`config.mk`:
```
export PLATFORM = sky130hd
export DESIGN_NAME = pwm_gen_dm
export DESIGN_NICKNAME = d
export VERILOG_FILES = /design/src/rtl/pwm_gen_pkg.sv /design/src/rtl/pwm_gen_counter.sv /design/src/rtl/pwm_gen_cmp_buf.sv /design/src/rtl/pwm_gen_wave.sv /design/src/rtl/pwm_gen_dm.sv
export SDC_FILE = /design/constraint.sdc
export NUM_CORES = 1
export LEC_CHECK = 0
export BUFFER_PORTS_ARGS = -buffer_cell sky130_fd_sc_hd__buf_2
export CAP_MARGIN = 20
export CORE_MARGIN = 8
export CORE_UTILIZATION = 60
export DETAILED_ROUTE_END_ITERATION = 10
export PLACE_DENSITY = 0.93
export SLEW_MARGIN = 30
export SYNTH_ARGS = -nofsm -noshare
export SYNTH_HDL_FRONTEND = slang
export SYNTH_SLANG_ARGS = --single-unit
```
`constraint.sdc`:
```
create_clock -name clk -period 8.3 [get_ports clk]
set_clock_uncertainty 0.1 [all_clocks]
set_input_delay 0 -clock clk [delete_from_list [all_inputs] [get_ports clk]]
set_output_delay 0 -clock clk [all_outputs]
set_load 0.02 [all_outputs]
```
`src/rtl/pwm_gen_pkg.sv`:
```
// Package for the PWM generator: waveform mode encoding and the default
// counter width. Assumes nothing beyond two-state mode selection.
package pwm_gen_pkg;

    // Waveform mode as carried on the 1-bit mode pin
    typedef enum logic {
        SLOPE_SINGLE = 1'b0,
        SLOPE_DUAL   = 1'b1
    } slope_e;

    localparam int unsigned DEF_CNT_W = 8;

endpackage

```
`src/rtl/pwm_gen_counter.sv`:
```
// Up or up/down counter for the PWM generator.
// Single-slope: 0..TOP then wrap to 0. Dual-slope: 0..TOP..0 with the
// direction flag flipped on arrival at TOP (down) and at 0 (up).
// Assumes the mode only changes around a reset.
module pwm_gen_counter
    import pwm_gen_pkg::*;
#(
    parameter int unsigned CNT_W = DEF_CNT_W
) (
    input  logic             clk,
    input  logic             rst_n,
    input  logic             tick,
    input  slope_e           slope,
    output logic [CNT_W-1:0] cnt_q,
    output logic [CNT_W-1:0] cnt_d,
    output logic             dir_up_d,
    output logic             at_top
);

    localparam logic [CNT_W-1:0] TOP = '1;
    localparam logic [CNT_W-1:0] ONE = {{(CNT_W-1){1'b0}}, 1'b1};

    logic dir_up_q;

    // Next count and next direction for the selected slope
    always_comb begin
        at_top = (cnt_q == TOP);
        if (slope == SLOPE_DUAL) begin
            cnt_d = dir_up_q ? (cnt_q + ONE) : (cnt_q - ONE);
            if (cnt_d == TOP)
                dir_up_d = 1'b0;
            else if (cnt_d == '0)
                dir_up_d = 1'b1;
            else
                dir_up_d = dir_up_q;
        end else begin
            cnt_d    = at_top ? '0 : (cnt_q + ONE);
            dir_up_d = 1'b1;
        end
    end

    // Count and direction registers, advanced on tick
    always_ff @(posedge clk) begin
        if (!rst_n) begin
            cnt_q    <= '0;
            dir_up_q <= 1'b1;
        end else if (tick) begin
            cnt_q    <= cnt_d;
            dir_up_q <= dir_up_d;
        end
    end

endmodule

```
`src/rtl/pwm_gen_cmp_buf.sv`:
```
// Double-buffered compare value. Writes land in the holding register.
// The active register copies it on a tick taken at TOP.
// Assumes at_top comes from the same counter that drives the waveform.
module pwm_gen_cmp_buf #(
    parameter int unsigned CNT_W = 8
) (
    input  logic             clk,
    input  logic             rst_n,
    input  logic             tick,
    input  logic             at_top,
    input  logic             wr,
    input  logic [CNT_W-1:0] wr_data,
    output logic [CNT_W-1:0] cmp_act
);

    logic [CNT_W-1:0] cmp_hold;

    // Holding register written by the host
    always_ff @(posedge clk) begin
        if (!rst_n)
            cmp_hold <= '0;
        else if (wr)
            cmp_hold <= wr_data;
    end

    // Active register reloaded when the counter leaves TOP
    always_ff @(posedge clk) begin
        if (!rst_n)
            cmp_act <= '0;
        else if (tick && at_top)
            cmp_act <= cmp_hold;
    end

endmodule

```
`src/rtl/pwm_gen_wave.sv`:
```
// Waveform state register. Single-slope: the active level is applied on
// arrival at 0, and the opposite level on leaving the compare count
// (the arrival at 0 wins). Dual-slope: on arrival at the compare count
// the opposite level is applied when climbing and the active level when
// descending. Inverting polarity swaps both levels and is not buffered.
module pwm_gen_wave
    import pwm_gen_pkg::*;
#(
    parameter int unsigned CNT_W = DEF_CNT_W
) (
    input  logic             clk,
    input  logic             rst_n,
    input  logic             tick,
    input  slope_e           slope,
    input  logic             invert,
    input  logic [CNT_W-1:0] cnt_q,
    input  logic [CNT_W-1:0] cnt_d,
    input  logic             dir_up_d,
    input  logic [CNT_W-1:0] cmp_act,
    output logic             wave_q
);

    logic lvl_on;
    logic lvl_off;
    logic wave_d;

    // Next waveform state from the compare and boundary events
    always_comb begin
        lvl_on  = ~invert;
        lvl_off = invert;
        wave_d  = wave_q;
        if (slope == SLOPE_DUAL) begin
            if (cnt_d == cmp_act)
                wave_d = dir_up_d ? lvl_off : lvl_on;
        end else begin
            if (cnt_d == '0)
                wave_d = lvl_on;
            else if (cnt_q == cmp_act)
                wave_d = lvl_off;
        end
    end

    // Waveform register, updated on tick
    always_ff @(posedge clk) begin
        if (!rst_n)
            wave_q <= 1'b0;
        else if (tick)
            wave_q <= wave_d;
    end

endmodule

```
`src/rtl/pwm_gen_dm.sv`:
```
// Top of the dual-mode buffered PWM generator: counter, compare buffer
// and waveform register, plus the unbuffered pin-source select.
// Assumes mode changes only around a reset.
module pwm_gen_dm
    import pwm_gen_pkg::*;
#(
    parameter int unsigned CNT_W = DEF_CNT_W
) (
    input  logic             clk,
    input  logic             rst_n,
    input  logic             tick,
    input  logic             mode,
    input  logic             invert,
    input  logic             out_en,
    input  logic             port_level,
    input  logic             cmp_wr,
    input  logic [CNT_W-1:0] cmp_data,
    output logic             pwm_out,
    output logic [CNT_W-1:0] count_o
);

    slope_e           slope;
    logic [CNT_W-1:0] cnt_q;
    logic [CNT_W-1:0] cnt_d;
    logic             dir_up_d;
    logic             at_top;
    logic [CNT_W-1:0] cmp_act;
    logic             wave_q;

    assign slope = slope_e'(mode);

    pwm_gen_counter #(.CNT_W(CNT_W)) counter_i (
        .clk      (clk),
        .rst_n    (rst_n),
        .tick     (tick),
        .slope    (slope),
        .cnt_q    (cnt_q),
        .cnt_d    (cnt_d),
        .dir_up_d (dir_up_d),
        .at_top   (at_top)
    );

    pwm_gen_cmp_buf #(.CNT_W(CNT_W)) cmp_buf_i (
        .clk     (clk),
        .rst_n   (rst_n),
        .tick    (tick),
        .at_top  (at_top),
        .wr      (cmp_wr),
        .wr_data (cmp_data),
        .cmp_act (cmp_act)
    );

    pwm_gen_wave #(.CNT_W(CNT_W)) wave_i (
        .clk      (clk),
        .rst_n    (rst_n),
        .tick     (tick),
        .slope    (slope),
        .invert   (invert),
        .cnt_q    (cnt_q),
        .cnt_d    (cnt_d),
        .dir_up_d (dir_up_d),
        .cmp_act  (cmp_act),
        .wave_q   (wave_q)
    );

    // Pin source: waveform when enabled, static level otherwise
    assign pwm_out = out_en ? wave_q : port_level;
    assign count_o = cnt_q;

endmodule

```
==> results of run 1 <==
==> power groups by stage <==
stage	sequential (µW)	clock [µW]	combinational [µW]
after floorplan	137	0	44.4
after global placement	140	0	53.8
after detailed placement	141	0	54.9
after CTS	138	53.3	58.7
after global routing	139	58.7	64.9
final	138	51.8	59.7
==> kinds of logic after synthesis <==
| logic type | count (synthesis) | share of synthesized area [%] |
|---|---|---|
| and+or+nand+nor | 95 | 27.7 |
| AOI/OAI and AO/OA | 56 | 22.2 |
| buffers and inverters | 26 | 5.51 |
| DFF | 26 | 26.9 |
| xor gates and xnor gates | 21 | 9.52 |
| muxes | 13 | 6.80 |
| adders and majority gates | 2 | 1.30 |
==> worst register-to-register path, cell delays in order, from the launching register on <==
cell and delay (ns):
sky130_fd_sc_hd__dfxtp_1 0.60, sky130_fd_sc_hd__ha_1 0.38, sky130_fd_sc_hd__nand4_1 0.15, sky130_fd_sc_hd__nor2_1 0.70, sky130_fd_sc_hd__nor3_1 0.17, sky130_fd_sc_hd__and3b_1 0.23, sky130_fd_sc_hd__or4_1 0.50, sky130_fd_sc_hd__o41ai_1 0.44
sky130_fd_sc_hd__a31oi_1 0.14, sky130_fd_sc_hd__o21bai_1 0.17
==> registers in the layout (all words and copies together), names as in the netlist <==
signal,cells
cmp_buf_i.cmp_act,8
cmp_buf_i.cmp_hold,8
counter_i.cnt_q,8
counter_i.dir_up_q,1
wave_i.wave_q,1
==> metrics by stage <==
step                total power (µW)  util (%)  cells
detailed placement               196      66.4    288
finish                           250      70.4    301
floorplan                        182         -    239
global route                     263      70.4    301
CTS                              250      70.4    301
global placement                 194      66.4    288
==> cell type report <==
class,instances,area (µm²),share of cell area [%]
Inverter,7,26.3,1.22
Multi-Input combinational cell,187,1310,60.7
Tap cell,44,55.1,2.56
Sequential cell,26,520,24.2
Clock buffer,3,22.5,1.05
Timing Repair Buffer,34,220,10.2
==> placed cells by master, fill, tap and decap left out, types with 5 or more instances in the layout <==
cell                            Yosys  layout
sky130_fd_sc_hd__dfxtp_1           26      26
sky130_fd_sc_hd__buf_2              1      24
sky130_fd_sc_hd__nand2_1           22      22
sky130_fd_sc_hd__nand3_1           13      13
sky130_fd_sc_hd__nor2b_1           12      12
sky130_fd_sc_hd__a21boi_0          12      12
sky130_fd_sc_hd__mux2i_1           12      12
sky130_fd_sc_hd__xnor2_1           11      11
sky130_fd_sc_hd__xor2_1            10      10
sky130_fd_sc_hd__dlygate4sd3_1      0      10
sky130_fd_sc_hd__inv_1              7       7
sky130_fd_sc_hd__nor3_1             7       7
sky130_fd_sc_hd__nor2_1             6       6
sky130_fd_sc_hd__a21oi_1            6       6
sky130_fd_sc_hd__nand4_1            5       5
sky130_fd_sc_hd__a211oi_1           5       5
sky130_fd_sc_hd__o22ai_1            5       5
==> final timing paths <==
kind / from / end / slack [ns] / depth (start not counted)
worst max-delay path: counter_i.cnt_q[0] / wave_i.wave_q / 4.62 / 9
worst min-delay path: cmp_wr / cmp_buf_i.cmp_hold[3] / 0.007 / 3
worst max register to register: counter_i.cnt_q[0] / wave_i.wave_q / 4.62 / 9
worst min register to register: cmp_buf_i.cmp_act[4] / cmp_buf_i.cmp_act[4] / 0.39 / 2
==> layer usage <==
| layer | wire length (µm) | vias up | part of all wire [%] |
|---|---|---|---|
| li1 | - | 913 | - |
| met1 | 2050 | 867 | 43 |
| met2 | 2310 | 84 | 48 |
| met3 | 349 | 18 | 7.3 |
| met4 | 100 | 0 | 2.1 |
| met5 | 0 | - | 0 |
==> timing repair <==
item,4_1_cts,5_1_grt
setup buffers,0,0
hold buffers,10,0
hold endpoints to repair,11,0
==> results.toml, run 1 <==
[global_route]
globalRouteMet2Util_pct = 31.6
track_usage_pct = 18.5
groute.layer.met1.usage_pct = 22.1
grt_start_max_net_pins = 28
use_met3_pct = 4.12
grt-busiest-layer = "met2"
grt.overflow.total = 0
antenna_found_initial = 0
first_global_vias = 1718
global_route_wire_length_before_repair_um = 7920

[placement]
detailed_place.area_um2 = 2030
placement.io_buffers = 24
place_congestion = 0.924
detailedPlacementHpwl_um = 3440
place_ws_ns = 4.72

[clock_network]
cts.repair.resized = 0
cts.path.max_buffers = 2
cts_tree = "yes"
cts_sinks = 26
clock_slew_at_the_register_clock_pins_of_the_worst_setup_and_hold_paths_ns = 0.13
cts_max_level = 1
worstSkewPairLatency_ns = 0.31
total_cts_buffers = 3
cts_root_buffer = "sky130_fd_sc_hd__clkbuf_4"

[sta]
setup_repair_after_global_routing_missed_its_margin = "no"
final_min_period_over_clock_period_pct = 44.3
final_hold_viol_count = 0
fin_ws_ns = 4.62
slew_headroom_pct = 42.4
post-route-min-period_ns = 3.68
worst_pin_slew_ns = 0.860
final_max_slew_viol_count = 0
timing.hold.ws_ns = 0.00729
final-setup-viol-count = 0
tns_ns = 0
f_max_mhz = 272

[pwr]
leakage_uw = 0.000850
intPower_uw = 174
power.sequential.fraction_pct = 55.4
power-per-cell-area_nw_per_um2 = 116
clock_power_share_pct = 20.7
switching_share_pct = 30.2
irDropWorstVdd_mv = 0.101
total_switching_power_uw = 75.4
comb_power_share_pct = 23.9

[layout]
antenna-diode-count = 0
fraction_of_final_layout_cells_with_drive_strength_greater_than_1_pct = 14.4
fill_cells = 246
area_growth_from_synthesis_to_layout_pct = 11.3
post_route_standard_cell_area_excluding_fillers_um2 = 2150
num-nets-final = 277

[die]
core-area_um2 = 3050
site_row_count = 20
die-width_um = 72.7
io-pin-count = 25
initial_core_util_pct = 63.3
chipHeight_um = 72.7
die_area_um2 = 5290

[yosys]
synth_enable_flop_cells = 0
post_synth_main_area_contributors = "sky130_fd_sc_hd__dfxtp_1, sky130_fd_sc_hd__mux2i_1, sky130_fd_sc_hd__xnor2_1"
syn_avg_cell_area_um2 = 8.08
yosysUniqueCellTypes = 59
postSynthCellCount = 239
yosys_register_bits = 26
synth.net_count = 257
synthMostInstantiatedCell = "sky130_fd_sc_hd__dfxtp_1"
asyncSetResetFlopFracSynth_pct = 0
synth_warnings = 0
largest_area_contributor_in_the_synthesized_netlist = "sky130_fd_sc_hd__dfxtp_1"
most_frequently_used_flop_master_after_synthesis = "sky130_fd_sc_hd__dfxtp_1"
area_of_the_mapped_netlist_um2 = 1930
synth.top_cells.by_count = "sky130_fd_sc_hd__dfxtp_1, sky130_fd_sc_hd__nand2_1, sky130_fd_sc_hd__nand3_1"
synth_seq_area_share_pct = 26.9
synthDominantCellAreaShare_pct = 26.9

[worst_setup_path]
critPathCaptureType = "flip-flop"
timing.critical_path.from_type = "flip-flop"
critical_path_arrival_ns = 3.80
worst_ep_required_time_ns = 8.42
critical-path-slowest-cell = "sky130_fd_sc_hd__nor2_1"
cp_cell_instances = "ha_1 > nand4_1 > nor2_1 > nor3_1 > and3b_1 > or4_1 > o41ai_1 > a31oi_1 > o21bai_1"
slowest_delay_ns = 0.70
worst-path-buf-inv = 0
worst_path_dominant_cell_family = "simple AND/OR/NAND/NOR gates"
critPathMaxFanout = 13
crit_path_category = "reg2reg"

[route]
drt_iter0_drc = 225
routed-via-count = 1882
drtPass1Iterations = 5
drt.antenna.violating_nets = 0
avgViaCountPerCell = 6.25
detail_route.drc_violations = 0
drt_wl_total_um = 4810
wl_per_cell_um = 16.0

[hold_path]
hold_class = "in2reg"

[run_status]
run_status = "finished, final reports clean"

[run]
max_cap_viol_count = 0
No activity file was read; power rests on OpenSTA's default activity.
==> run 2, diff against run 1 <==
Settings changed: CORE_UTILIZATION 60 to 52, PLACE_DENSITY 0.93 to 0.87.
Clock period 8.3 ns to 3.03 ns, I/O delays scaled along.
==> run 2 against run 1 <==
Effect of this change: worst hold slack better by 0.024 ns; maximum frequency is 27% higher; clock-buffer cell count stayed put; first-iteration DRC count is 0.44% lower; worst setup slack worse by 4.5 ns; power grew to 3.0 times the previous value; sequential share of layout area is 1.6 points lower; global-route usage is 1.8 points lower; non-clock buffer count is 12 higher; critical path depth stayed put; register-to-register slack worse by 4.5 ns; sequential power grew to 2.7 times the previous value.
==> results.toml, run 2 (synthesis results as in run 1) <==
[clock_network]
cts_max_level = 1
cts.path.max_buffers = 2
cts_root_buffer = "sky130_fd_sc_hd__clkbuf_8"
clock_slew_at_the_register_clock_pins_of_the_worst_setup_and_hold_paths_ns = 0.09
cts_sinks = 26
worstSkewPairLatency_ns = 0.27
cts_tree = "yes"
post_cts_buffers = 0
total_cts_buffers = 3

[worst_setup_path]
critical-path-slowest-cell = "sky130_fd_sc_hd__or4_1"
regToRegEndpoint = "wave_i.wave_q"
worst-path-buf-inv = 1
rrSetupSlack_ns = 0.13
timing.reg2reg.worst_path_depth = 9
worst_ep_required_time_ns = 3.10
crit_top_cell = "sky130_fd_sc_hd__or4_1"
critPathMaxFanout = 9
worst_path_dominant_cell_family = "simple AND/OR/NAND/NOR gates"
slowest_delay_ns = 0.57
cp_cell_instances = "or4_1 > nor3_1 > buf_4 > a21o_1 > nor4b_1 > or4_1 > o41ai_4 > a31oi_1 > o21bai_1"
critical_path.reg2reg.startpoint = "counter_i.cnt_q[5]"
crit_path_category = "reg2reg"
timing.critical_path.from_type = "flip-flop"
critical_path_arrival_ns = 2.98
critPathCaptureType = "flip-flop"

[route]
drt_wl_total_um = 5050
avgViaCountPerCell = 6.04
drtPass1Iterations = 4
routed-via-count = 1914
drt_iter0_drc = 224
drt.antenna.violating_nets = 0
wl_per_cell_um = 15.9
detail_route.drc_violations = 0

[die]
die-width_um = 77.0
site_row_count = 22
die_area_um2 = 5920
chipHeight_um = 77.0
io-pin-count = 25
initial_core_util_pct = 53.6
core-area_um2 = 3610

[layout]
ff_latch_area_um2 = 520
most-common-layout-cells = "sky130_fd_sc_hd__dfxtp_1, sky130_fd_sc_hd__buf_2, sky130_fd_sc_hd__nand2_1"
layout.cells.most_common = "sky130_fd_sc_hd__dfxtp_1"
largest_regs = "cmp_buf_i.cmp_act x8, cmp_buf_i.cmp_hold x8, counter_i.cnt_q x8"
fill_cells = 316
multiInputGateArea_um2 = 1330
num-nets-final = 289
area_growth_from_synthesis_to_layout_pct = 18.9
postLayoutCoreUtil_pct = 63.7
fraction_of_final_layout_cells_with_drive_strength_greater_than_1_pct = 19.3
antenna-diode-count = 0

[sta]
final_max_slew_viol_count = 0
tns_ns = 0
timing.hold.ws_ns = 0.0318
post-route-min-period_ns = 2.90
f_max_mhz = 344
setup_repair_after_global_routing_missed_its_margin = "no"
final_min_period_over_clock_period_pct = 95.9
worst_pin_slew_ns = 0.564
final_hold_viol_count = 0
slew_headroom_pct = 62.1
final-setup-viol-count = 0

[global_route]
first_global_vias = 1802
grt_start_max_net_pins = 28
grt.overflow.total = 0
track_usage_pct = 16.7
antenna_found_initial = 0
global_route_wire_length_before_repair_um = 8310

[placement]
detailedPlacementHpwl_um = 3670
place_congestion = 0.946
placement.io_buffers = 24

[pwr]
power-per-cell-area_nw_per_um2 = 330
leakage_uw = 0.000931
irDropWorstVdd_mv = 0.381

[hold_path]
holdPathStages = 2
hold_path_startpoint = "rst_n"
min_to = "counter_i.dir_up_q"
hold_class = "in2reg"

[run_status]
run_status = "finished, final reports clean"

[run]
max_cap_viol_count = 0
==> run 2: area by class of cell <==
cell class              instances  share of cell area (%)
multi-input cells             187                    57.8
clock buffers                   3                    1.80
inverters                       7                    1.14
well taps                      48                    2.61
flip-flops and latches         26                    22.7
repair buffers                 46                    13.9
==> run 2: per-layer routing <==
metal	global-route usage, %	part of all wire, %	up-vias
met1	18.3	41	887
met3	3.61	7.1	15
met5	0	0	-
li1	-	-	937
met2	30.0	49	75
met4	7.12	2.6	0
==> run 2: repair_timing <==
| action | 4_1_cts | 5_1_grt |
|---|---|---|
| hold buffers | 9 | 0 |
| gates resized for setup | 0 | 4 |
| endpoints found under the hold margin | 9 | 0 |
| endpoints found under the setup margin | 0 | 1 |
==> run 2: per-stage QoR <==
stage	cells	power, µW	cell area, µm²	setup slack, ns
5_1_grt	317	793	2300	0.0149
2_1_floorplan	239	498	1930	0.0753
6_report	317	758	2300	0.125
3_5_place_dp	305	552	2140	0.0566
3_3_place_gp	305	547	2140	0.135
4_1_cts	317	749	2270	0.0234
==> run 2: where the power goes <==
part           internal [µW]  switching, µW
Combinational           89.4            105
Sequential               354           13.7
Clock                   89.3            106
Total                    533            225
==> run 2: worst reg2reg max path: stages, from the launching register on <==
cell	delay, ns
sky130_fd_sc_hd__dfxtp_1	0.41
sky130_fd_sc_hd__or4_1	0.57
sky130_fd_sc_hd__nor3_1	0.21
sky130_fd_sc_hd__buf_4	0.15
sky130_fd_sc_hd__a21o_1	0.11
sky130_fd_sc_hd__nor4b_1	0.06
sky130_fd_sc_hd__or4_1	0.48
sky130_fd_sc_hd__o41ai_4	0.40
sky130_fd_sc_hd__a31oi_1	0.13
sky130_fd_sc_hd__o21bai_1	0.17
==> run 2: worst max-delay path by stage <==
stage,startpoint,end,slack [ns],depth (start not counted)
after global routing,counter_i.cnt_q[0],wave_i.wave_q,0.01,10
after CTS,counter_i.cnt_q[0],wave_i.wave_q,0.02,11
final,counter_i.cnt_q[5],wave_i.wave_q,0.13,9
after detailed placement,counter_i.cnt_q[5],wave_i.wave_q,0.06,9
after global placement,counter_i.cnt_q[0],wave_i.wave_q,0.13,11
after floorplan,counter_i.cnt_q[0],wave_i.wave_q,0.08,10
==> run 3, diff against run 2 <==
Settings changed: PLACE_DENSITY 0.87 to 0.76.
==> run 3 against run 2 <==
Effect of this change: sequential share of layout area down 0.62 points; critical path depth unchanged; clock-buffer cell count unchanged; flip-flop and latch count unchanged; critical path type unchanged; largest cell class unchanged.
==> results.toml, run 3 (synthesis results as in run 1) <==
[clock_network]
cts.path.max_buffers = 2
cts_sinks = 26
total_cts_buffers = 3
cts_tree = "yes"
clock_slew_at_the_register_clock_pins_of_the_worst_setup_and_hold_paths_ns = 0.09
cts_max_level = 1
cts_root_buffer = "sky130_fd_sc_hd__clkbuf_8"
post_cts_buffers = 0
worstSkewPairLatency_ns = 0.27

[placement]
detailedPlacementHpwl_um = 3970
place_ws_ns = 0.116
place_congestion = 0.967
placement.io_buffers = 24

[worst_setup_path]
worst_ep_required_time_ns = 3.10
timing.critical_path.from_type = "flip-flop"
worst-path-buf-inv = 1
slowest_delay_ns = 0.65
critical-path-slowest-cell = "sky130_fd_sc_hd__or4b_2"
critPathCaptureType = "flip-flop"
cp_cell_instances = "inv_1 > ha_1 > xnor2_1 > or4b_2 > a21oi_1 > o221ai_1 > o41ai_2 > a31oi_1 > o21bai_1"
crit_path_category = "reg2reg"
worst_path_dominant_cell_family = "compound AO/OA/AOI/OAI gates"
critical_path_arrival_ns = 2.99
critPathMaxFanout = 3

[die]
chipHeight_um = 77.0
initial_core_util_pct = 53.6
io-pin-count = 25
site_row_count = 22
die_area_um2 = 5920
die-width_um = 77.0
core-area_um2 = 3610

[sta]
final_hold_viol_count = 0
fin_ws_ns = 0.113
final_max_slew_viol_count = 0
tns_ns = 0
final_min_period_over_clock_period_pct = 96.3
setup_repair_after_global_routing_missed_its_margin = "no"
final-setup-viol-count = 0
timing.hold.ws_ns = 0.0415
post-route-min-period_ns = 2.92
worst_pin_slew_ns = 0.505
f_max_mhz = 343
slew_headroom_pct = 66.4

[run]
max_cap_viol_count = 0

[pwr]
leakage_uw = 0.000985
power-per-cell-area_nw_per_um2 = 362
irDropWorstVdd_mv = 0.302

[run_status]
run_status = "finished, final reports clean"

[hold_path]
hold_class = "in2reg"

[route]
drt_iter0_drc = 210
routed-via-count = 1979
wl_per_cell_um = 16.6
avgViaCountPerCell = 6.05
drtPass1Iterations = 4
detail_route.drc_violations = 0
drt_wl_total_um = 5440
drt.antenna.violating_nets = 0

[layout]
postLayoutCoreUtil_pct = 65.6
layout.cells.most_common = "sky130_fd_sc_hd__dfxtp_1"
area_growth_from_synthesis_to_layout_pct = 22.5
num-nets-final = 298
antenna-diode-count = 0
fill_cells = 314
fraction_of_final_layout_cells_with_drive_strength_greater_than_1_pct = 22.2
most-common-layout-cells = "sky130_fd_sc_hd__dfxtp_1, sky130_fd_sc_hd__buf_2, sky130_fd_sc_hd__nand2_1, sky130_fd_sc_hd__buf_4, sky130_fd_sc_hd__nand3_1"
largest_regs = "cmp_buf_i.cmp_act x8, cmp_buf_i.cmp_hold x8, counter_i.cnt_q x8"

[global_route]
grt.overflow.total = 0
global_route_wire_length_before_repair_um = 9250
first_global_vias = 1957
antenna_found_initial = 0
track_usage_pct = 18.6
grt_start_max_net_pins = 28
-- run 3: cell types whose count changed in the layout (fill, tap and decap cells not counted), sizes merged --
cell / delta
bufinv: +1
buf: +9
-- run 3: power by group --
group	leakage (µW)	switching, µW	internal [µW]
registers	0.000213	12.6	354
clock network	0.0000357	112	177
logic	0.000737	108	93.7
-- run 3: path summary, 6_finish.rpt --
| check | depth (start not counted) | from | endpoint | slack (ns) |
|---|---|---|---|---|
| max reg2reg | 9 | counter_i.cnt_q[0] | wave_i.wave_q | 0.11 |
| min | 2 | rst_n | counter_i.dir_up_q | 0.04 |
| min reg2reg | 2 | cmp_buf_i.cmp_act[4] | cmp_buf_i.cmp_act[4] | 0.38 |
| max | 9 | counter_i.cnt_q[0] | wave_i.wave_q | 0.11 |
-- run 3: stage by stage --
stage / cell area, µm² / power (µW) / instances
global route: 2370 / 895 / 327
global placement: 2200 / 559 / 314
CTS: 2360 / 855 / 327
finish: 2370 / 858 / 327
floorplan: 1930 / 498 / 239
detailed placement: 2200 / 561 / 314
-- run 3: final cells by class --
type	instances	area, µm²	share of cell area [%]
Tap cell	48	60.1	2.54
Multi-Input combinational cell	187	1310	55.4
Clock buffer	3	41.3	1.74
Timing Repair Buffer	55	375	15.9
Clock inverter	1	30.0	1.27
Inverter	7	26.3	1.11
Sequential cell	26	522	22.0
-- run 3: repair_timing --
action                     CTS  global route
gates resized for setup      0             3
hold endpoints to repair     9             0
setup endpoints to repair    0             1
hold buffers                 9             0
-- run 3: routing by layer --
layer / wire length (µm) / up-vias / GRT usage (%)
li1: - / 954 / -
met1: 2290 / 930 / 22.7
met2: 2640 / 78 / 31.1
met3: 365 / 17 / 3.26
met4: 151 / 0 / 8.08
met5: 0 / - / 0
